===== config.mk =====
export PLATFORM = sky130hd
export DESIGN_NAME = bkpt_channel
export DESIGN_NICKNAME = d
export VERILOG_FILES = /design/src/rtl/bkpt_pkg.sv /design/src/rtl/bkpt_regs.sv /design/src/rtl/bkpt_opt_match.sv /design/src/rtl/bkpt_match.sv /design/src/rtl/bkpt_channel.sv
export SDC_FILE = /design/constraint.sdc
export NUM_CORES = 1
export LEC_CHECK = 0
export ABC_CLOCK_PERIOD_IN_PS = 2250
export BUFFER_PORTS_ARGS = -buffer_cell sky130_fd_sc_hd__clkbuf_2
export CAP_MARGIN = 5
export CORE_UTILIZATION = 39
export CTS_BUF_LIST = sky130_fd_sc_hd__clkbuf_8
export DETAILED_ROUTE_END_ITERATION = 10
export PLACE_DENSITY = 0.63
export REMOVE_ABC_BUFFERS = 1
export SLEW_MARGIN = 20
export SYNTH_ARGS = -nofsm -noshare
export SYNTH_HDL_FRONTEND = slang
export SYNTH_SLANG_ARGS = --single-unit

===== constraint.sdc =====
create_clock -name clk -period 2.25 [get_ports clk]
set_clock_uncertainty 0.1 [all_clocks]
set_input_delay 0 -clock clk [delete_from_list [all_inputs] [get_ports clk]]
set_output_delay 0 -clock clk [all_outputs]
set_load 0.05 [all_outputs]

===== src/rtl/bkpt_pkg.sv =====
// Package bkpt_pkg
// Shared encodings for the breakpoint channel: register selects, the
// condition register layout and the bus-select codes.
// Assumes the condition register is 16 bits wide with its fields in bits 7:0.
package bkpt_pkg;

    localparam int COND_W      = 16;
    localparam int COND_USED_W = 8;

    typedef enum logic [1:0] {
        SEL_ADDR = 2'd0,
        SEL_MASK = 2'd1,
        SEL_COND = 2'd2,
        SEL_NONE = 2'd3
    } reg_sel_e;

    typedef enum logic [1:0] {
        BUS_OFF       = 2'b00,
        BUS_LOCAL     = 2'b01,
        BUS_INTERNAL  = 2'b10,
        BUS_LOCAL_ALT = 2'b11
    } bus_sel_e;

    // Condition register bits 7:0, listed from MSB down.
    typedef struct packed {
        logic [1:0] size;   // 7:6
        logic [1:0] dir;    // 5:4
        logic [1:0] kind;   // 3:2
        logic [1:0] bus;    // 1:0
    } cond_t;

endpackage


===== src/rtl/bkpt_regs.sv =====
// Module bkpt_regs
// Holds the break address, address mask and condition registers and
// provides the combinational read-back path.
// Assumes ADDR_W <= DATA_W. Reserved and unselected bits read as zero.
module bkpt_regs
    import bkpt_pkg::*;
#(
    parameter int ADDR_W = 32,
    parameter int DATA_W = 32
) (
    input  logic              clk,
    input  logic              rst_n,
    input  logic              wr_en,
    input  logic [1:0]        sel,
    input  logic [DATA_W-1:0] wdata,
    output logic [DATA_W-1:0] rdata,
    output logic [ADDR_W-1:0] addr_q,
    output logic [ADDR_W-1:0] mask_q,
    output cond_t             cond_q
);

    reg_sel_e sel_e;
    assign sel_e = reg_sel_e'(sel);

    // Register update: a write to the selected register, cleared by reset.
    always_ff @(posedge clk) begin
        if (!rst_n) begin
            addr_q <= '0;
            mask_q <= '0;
            cond_q <= '0;
        end else if (wr_en) begin
            case (sel_e)
                SEL_ADDR: addr_q <= wdata[ADDR_W-1:0];
                SEL_MASK: mask_q <= wdata[ADDR_W-1:0];
                SEL_COND: cond_q <= cond_t'(wdata[COND_USED_W-1:0]);
                default:  ;
            endcase
        end
    end

    // Read mux: zero-extends each register to the data width.
    always_comb begin
        rdata = '0;
        case (sel_e)
            SEL_ADDR: rdata[ADDR_W-1:0]      = addr_q;
            SEL_MASK: rdata[ADDR_W-1:0]      = mask_q;
            SEL_COND: rdata[COND_USED_W-1:0] = cond_q;
            default:  rdata = '0;
        endcase
    end

endmodule


===== src/rtl/bkpt_opt_match.sv =====
// Module bkpt_opt_match
// Decodes one two-option condition field: 00 and 11 accept either value,
// 01 accepts only attr=1 and 10 accepts only attr=0.
// Assumes attr is a single-bit attribute of the monitored transfer.
module bkpt_opt_match (
    input  logic [1:0] code,
    input  logic       attr,
    output logic       ok
);

    // Field decode.
    always_comb begin
        case (code)
            2'b01:   ok = attr;
            2'b10:   ok = !attr;
            default: ok = 1'b1;
        endcase
    end

endmodule


===== src/rtl/bkpt_match.sv =====
// Module bkpt_match
// Combinational comparison of one monitored transfer against the
// programmed address, mask and condition fields.
// Assumes the inputs are settled before the clock edge that samples hit.
module bkpt_match
    import bkpt_pkg::*;
#(
    parameter int ADDR_W = 32
) (
    input  logic [ADDR_W-1:0] mon_addr,
    input  logic              mon_bus,
    input  logic              mon_fetch,
    input  logic              mon_write,
    input  logic [1:0]        mon_size,
    input  logic [ADDR_W-1:0] addr_q,
    input  logic [ADDR_W-1:0] mask_q,
    input  cond_t             cond_q,
    output logic              hit
);

    localparam int N_OPT = 2;

    logic              addr_ok;
    logic              bus_ok;
    logic              size_ok;
    logic [N_OPT-1:0]  opt_ok;
    logic [N_OPT-1:0]  opt_attr;
    logic [1:0]        opt_code [N_OPT];
    logic [ADDR_W-1:0] diff;

    // Address compare: a differing bit counts only when it is not masked.
    always_comb begin
        diff    = (mon_addr ^ addr_q) & ~mask_q;
        addr_ok = (diff == '0);
    end

    // Bus select: 00 turns the channel off, and 11 behaves like 01.
    always_comb begin
        case (bus_sel_e'(cond_q.bus))
            BUS_LOCAL, BUS_LOCAL_ALT: bus_ok = !mon_bus;
            BUS_INTERNAL:             bus_ok = mon_bus;
            default:                  bus_ok = 1'b0;
        endcase
    end

    // Size select: 00 accepts any size; otherwise the code is size + 1.
    always_comb begin
        if (cond_q.size == 2'b00) size_ok = 1'b1;
        else                      size_ok = (mon_size == cond_q.size - 2'd1);
    end

    // Two-option fields: index 0 is the access kind, index 1 is the direction.
    always_comb begin
        opt_code[0] = cond_q.kind;
        opt_attr[0] = mon_fetch;
        opt_code[1] = cond_q.dir;
        opt_attr[1] = !mon_write;
    end

    for (genvar i = 0; i < N_OPT; i++) begin : g_opt
        bkpt_opt_match u_opt (
            .code (opt_code[i]),
            .attr (opt_attr[i]),
            .ok   (opt_ok[i])
        );
    end

    // Final hit: all conditions must hold.
    always_comb hit = addr_ok && bus_ok && size_ok && (&opt_ok);

endmodule


===== src/rtl/bkpt_channel.sv =====
// Module bkpt_channel
// One breakpoint channel. It combines the register file with the match
// logic and registers a one-cycle break request for each matching valid
// transfer.
// Assumes a synchronous active-low reset. A transfer sampled on the same
// edge as a register write is compared against the old settings.
module bkpt_channel
    import bkpt_pkg::*;
#(
    parameter int ADDR_W = 32,
    parameter int DATA_W = 32
) (
    input  logic              clk,
    input  logic              rst_n,
    input  logic              reg_wr,
    input  logic [1:0]        reg_sel,
    input  logic [DATA_W-1:0] reg_wdata,
    output logic [DATA_W-1:0] reg_rdata,
    input  logic              mon_valid,
    input  logic [ADDR_W-1:0] mon_addr,
    input  logic              mon_bus,
    input  logic              mon_fetch,
    input  logic              mon_write,
    input  logic [1:0]        mon_size,
    output logic              break_req
);

    logic [ADDR_W-1:0] addr_q;
    logic [ADDR_W-1:0] mask_q;
    cond_t             cond_q;
    logic              hit;

    bkpt_regs #(
        .ADDR_W (ADDR_W),
        .DATA_W (DATA_W)
    ) u_regs (
        .clk    (clk),
        .rst_n  (rst_n),
        .wr_en  (reg_wr),
        .sel    (reg_sel),
        .wdata  (reg_wdata),
        .rdata  (reg_rdata),
        .addr_q (addr_q),
        .mask_q (mask_q),
        .cond_q (cond_q)
    );

    bkpt_match #(
        .ADDR_W (ADDR_W)
    ) u_match (
        .mon_addr  (mon_addr),
        .mon_bus   (mon_bus),
        .mon_fetch (mon_fetch),
        .mon_write (mon_write),
        .mon_size  (mon_size),
        .addr_q    (addr_q),
        .mask_q    (mask_q),
        .cond_q    (cond_q),
        .hit       (hit)
    );

    // Break request register: a pulse for each valid matching transfer.
    always_ff @(posedge clk) begin
        if (!rst_n) break_req <= 1'b0;
        else        break_req <= mon_valid && hit;
    end

endmodule


After elaboration in Yosys (flattened, before gate mapping)
Index checks and enable logic that the tools add are counted.
- output and inout bits: 33
- logic and storage cells: 42
- bits in registers: 73
- input bits: 75
- multiplexer cells: 6
- bitwise operators: 3
- equal/unequal tests: 10
- add/sub/neg operators: 1
- reduce and logical (&&, ||, !) cells: 15
- operators by type and width (operator ; count):
    one-hot mux 24 bit (2 select lines) ; 1
    AND 32 bit ; 1
    zero test 32 bit ; 1
    inverter 32 bit ; 1
    XOR 32 bit ; 1
    one-hot mux 8 bit (3 select lines) ; 1
    == test 2 bit, second input constant ; 5
    == test 2 x 1 -> 1 bit, second input constant ; 4
    AND reduction 2 bit ; 4
    one-hot mux 1 bit (2 select lines) ; 3
    logical AND 1 bit ; 4
    zero test 2 bit ; 2
    zero test 1 bit ; 3
    == test 2 bit ; 1
    OR reduction 2 bit ; 1
    subtractor 2 x 1 -> 2 bit, second input constant ; 1
    2-to-1 mux 1 bit ; 1

Longest topological paths before layout
- depth after elaboration: 7
- mapped depth: 8
- depth with buffers taken out: 7

Cells and area by module
Synthesis repeated with hierarchy kept, for this count alone.
- cells, all modules: 426
- area total of the unflattened synthesis: 3946.3 um2
- modules (own cells, without submodules) (module ; sequential area each (um2) ; area an instance (um2) ; instances ; cells each):
    bkpt_regs ; 1441.4 ; 3318.2 ; 1 ; 346
    bkpt_match ; 0.0 ; 506.7 ; 1 ; 66
    bkpt_opt_match ; 0.0 ; 47.5 ; 2 ; 6
    bkpt_channel ; 20.0 ; 26.3 ; 1 ; 2

Worst setup path after synthesis
Ideal clock, no wire load.
- kind: input-to-output
- from: in reg_sel[1]
- to: out reg_rdata[3]
- setup slack: 0.588 ns
- arrival: 1.562 ns
- stages: 4
- cells stage by stage: buf_4 -> buf_2 -> mux2i_1 -> o21ai_0
- cells in the longest elaborated chain, start to end: 2
- elaborated cells between the ends (all ways): 4
- those cells by class: eq/ne (2); mux (1); reduce/logical (1)
- ends and longest elaborated chain (item ; line ; text):
    start: declaration ; bkpt_channel.sv:16 ; input logic [1:0] reg_sel,
    == test 2 bit (tied with other cells) ; bkpt_regs.sv:44 ; case (sel_e)
    one-hot mux 8 bit (3 select lines) (*) ; bkpt_regs.sv:44 ;
    end: declaration ; bkpt_channel.sv:18 ; output logic [DATA_W-1:0] reg_rdata,
Mark *: on every way between the ends. The rest lies on a longest branch, timed or not.

Worst setup path after layout
- from: reg, netlist name u_regs.cond_q[2]
- to: reg break_req
- cells in the longest elaborated chain, start to end: 5
- elaborated cells between the ends (all ways): 6
- those cells by class: eq/ne (2); mux (1); reduce/logical (3)
- ends and longest elaborated chain (item ; line ; text):
    == test 2 bit or == test 2 x 1 -> 1 bit (tied branches) ; bkpt_opt_match.sv:13 ; case (code)
    one-hot mux 1 bit (2 select lines) (*) ; bkpt_opt_match.sv:13 ;
    AND reduction 2 bit (*) ; bkpt_match.sv:69 ; always_comb hit = addr_ok && bus_ok && size_ok && (&opt_ok);
    logical AND 1 bit (*) ; bkpt_match.sv:69 ;
    logical AND 1 bit (*) ; bkpt_channel.sv:65 ; else break_req <= mon_valid && hit;
    end signal: assignment ; bkpt_channel.sv:65 ;
    end: declaration ; bkpt_channel.sv:25 ; output logic break_req
Marks and branches as above.
A chain may end at the register's enable or synchronous reset.

==> flow_metrics.env <==
export IMPL_post_cts_buffers=0
export IMPL_rr_worst_depth=6
export IMPL_hp_class="in2reg"
export IMPL_cts_sinks=73
export IMPL_grt_pass1_wl_um=16900
export IMPL_utilization=0.529
export IMPL_dieArea_sq_mm=0.0103
export IMPL_rr_endpoint="break_req$_SDFF_PN0_"
export IMPL_ys_warn_count=0
export IMPL_rows=35
export IMPL_maxSlewHeadroom=0.582
export IMPL_grt_max_degree=47
export IMPL_min_period_ns=1.69
export IMPL_diodes=0
export IMPL_core_area_sq_mm=0.00942
export IMPL_yosysMostFrequentCell="nand2_1"
export IMPL_max_freq_mhz=593
export IMPL_path_class="reg2reg"
export IMPL_grt_total_usage=0.216
export IMPL_start_kind="flop"
export IMPL_setup_violations=0
export IMPL_synth_flop_cell="dfxtp_1"
export IMPL_dp_hpwl_um=7250
export IMPL_seq_area_frac_synth=0.380
export IMPL_layout_drive_gt1_share=0.224
export IMPL_max_cap_violations=0
export IMPL_cp_required_ns=2.42
export IMPL_crit_arrival_ns=1.86
export IMPL_vias_per_cell=4.81
export IMPL_place_congestion=0.769
export IMPL_firstDrtPassIters=4
export IMPL_synth_top_area_cell="dfxtp_1"
export IMPL_start_util=0.409
export IMPL_first_iter_violations=146
export IMPL_p_per_area_mw_per_mm2=577
export IMPL_status="finished, final reports clean"
export IMPL_tightest_slew_ns=0.625
export IMPL_multi_input_area_sq_mm=0.00219
export IMPL_fin_nets=679
export IMPL_slowest_delay_ns=0.42
export IMPL_n_fill_cell=933
export IMPL_worstSetupStartpoint="u_regs.cond_q[2]$_SDFFE_PN0P_"
export IMPL_clkTransAtPathRegs_ns=0.08
export IMPL_cts_root_buf="clkbuf_8"
export IMPL_area_growth_pct=29.5
export IMPL_cp_endpoint="break_req$_SDFF_PN0_"
export IMPL_maxSlewViolCount=0
export IMPL_reg2reg_from="u_regs.cond_q[2]$_SDFFE_PN0P_"
export IMPL_fin_crit_sh=0.750
export IMPL_cts_made_buffers=9
export IMPL_h_tree_depth=3
export IMPL_io_pins=108
export IMPL_hold_viol_final=0
export IMPL_synthCells=469
export IMPL_ys_async_sr_fraction=0
export IMPL_vias=3522
export IMPL_ys_ff_latch=73
export IMPL_drc=0
export IMPL_ir_worst_vdd_mv=0.267
export IMPL_die_w_um=101
export IMPL_hold_depth=6
export IMPL_crit_path_max_fanout=4
export IMPL_finalWirelength_um=10600
export IMPL_synth_area_per_cell_sq_um=8.21
export IMPL_port_buffer_count=107
export IMPL_power_leakage_nw=2.08
export IMPL_wl_per_cell_um=14.5
export IMPL_rsz0062_at_grt="false"
export IMPL_path_cells="inv_1 > ha_1 > o22ai_1 > nor4_1 > nand4_1 > nor2_1"
export IMPL_r2r_slack_ns=0.56
export IMPL_synth_area_sq_mm=0.00385
export IMPL_clk_path_buf_depth=2
export IMPL_fin_setup_tns_ns=0
export IMPL_netlist_cell_type_count=30
export IMPL_antenna_found_initial=0
export IMPL_clock_latency_ns=0.34
export IMPL_postRouteAntennaNets=0
export IMPL_cts_tree="done"
export IMPL_ys_top_cells_by_count="nand2_1 (137), dfxtp_1 (73), mux2i_1 (40), a21boi_1 (36), xnor2_1 (32)"
export IMPL_die_h_um=101
export IMPL_overflow=0
export IMPL_synth_edff_count=0
export IMPL_grt_pass1_vias=3400
export IMPL_slowest_stage="nor4_1"
export IMPL_cp_end_kind="flop"
export IMPL_seq_area_sq_mm=0.00146
export IMPL_synthTopCellsByArea="dfxtp_1 (38%), nand2_1 (13%), mux2i_1 (10%)"
export IMPL_synth_top_area_share=0.380
[critical path, delay by kind of cell (launching register included)]
family	cells	cell delay, ns
adder cells (fa/ha/maj)	1	0.28
flip-flops	1	0.40
AO/OA/AOI/OAI	1	0.07
AND/OR/NAND/NOR	3	0.71
buffers and inverters	1	0.06
[sequential cells by signal (all words and copies together) (netlist names)]
register       cells
u_regs.addr_q     32
u_regs.mask_q     32
u_regs.cond_q      8
break_req          1
[cells by family after synthesis]
group,count (synthesis),share of synthesized area
flops,73,0.380
buf+inv,38,0.0520
mux,42,0.110
compound gates,91,0.166
xor+xnor,34,0.0773
simple gates,186,0.199
fa+ha+maj,5,0.0162
[layer usage]
| metal | share of wire | global-route usage |
|---|---|---|
| met1 | 0.47 | 0.287 |
| met2 | 0.48 | 0.364 |
| met3 | 0.045 | 0.0359 |
| met4 | 0.0059 | 0.0569 |
| met5 | 0 | 0 |
[cell usage in the layout, fill, tap and decap left out, types with 17 or more instances in the layout]
| cell | n |
|---|---|
| a21boi_0 | 28 |
| a21boi_1 | 36 |
| clkbuf_2 | 107 |
| dfxtp_1 | 73 |
| dlygate4sd3_1 | 33 |
| mux2i_1 | 40 |
| nand2_1 | 137 |
| nor2_1 | 29 |
| o22ai_1 | 17 |
| xnor2_1 | 32 |
[stage by stage]
stage	hold slack [ns]	power (mW)	instances	setup slack [ns]	area [sq um]
global route	0.0516	3.01	732	0.480	4980
finish	0.0278	2.87	732	0.563	4980
global placement	0.137	1.83	684	0.595	4460
detailed placement	0.144	1.83	684	0.540	4460
CTS	0.0323	2.90	732	0.517	4980
floorplan	0.0282	1.63	437	0.627	3670
[worst min path at each step]
stage | startpoint | endpoint
2_1_floorplan | rst_n | u_regs.cond_q[0]$_SDFFE_PN0P_
3_3_place_gp | reg_wdata[10] | u_regs.mask_q[10]$_SDFFE_PN0P_
3_5_place_dp | reg_wdata[10] | u_regs.mask_q[10]$_SDFFE_PN0P_
4_1_cts | mon_bus | break_req$_SDFF_PN0_
5_1_grt | mon_bus | break_req$_SDFF_PN0_
6_report | mon_bus | break_req$_SDFF_PN0_
[cell type report]
| class | count | share of cell area |
|---|---|---|
| Clock buffer | 11 | 0.0304 |
| Clock inverter | 4 | 0.00904 |
| Inverter | 6 | 0.00452 |
| Multi-Input combinational cell | 358 | 0.440 |
| Sequential cell | 73 | 0.293 |
| Tap cell | 129 | 0.0324 |
| Timing Repair Buffer | 151 | 0.190 |
[power by group]
part	internal (mW)	total [mW]	switching (mW)
clock	0.560	1.03	0.468
combinational	0.222	0.477	0.255
sequential	1.33	1.37	0.0359
total	2.12	2.87	0.759
[repair_timing]
| action | in CTS | in global routing |
|---|---|---|
| hold buffers | 33 | 0 |
| endpoints found under the hold margin | 73 | 0 |
| resized for setup | 0 | 0 |
(Power assumes the default switching activity.)
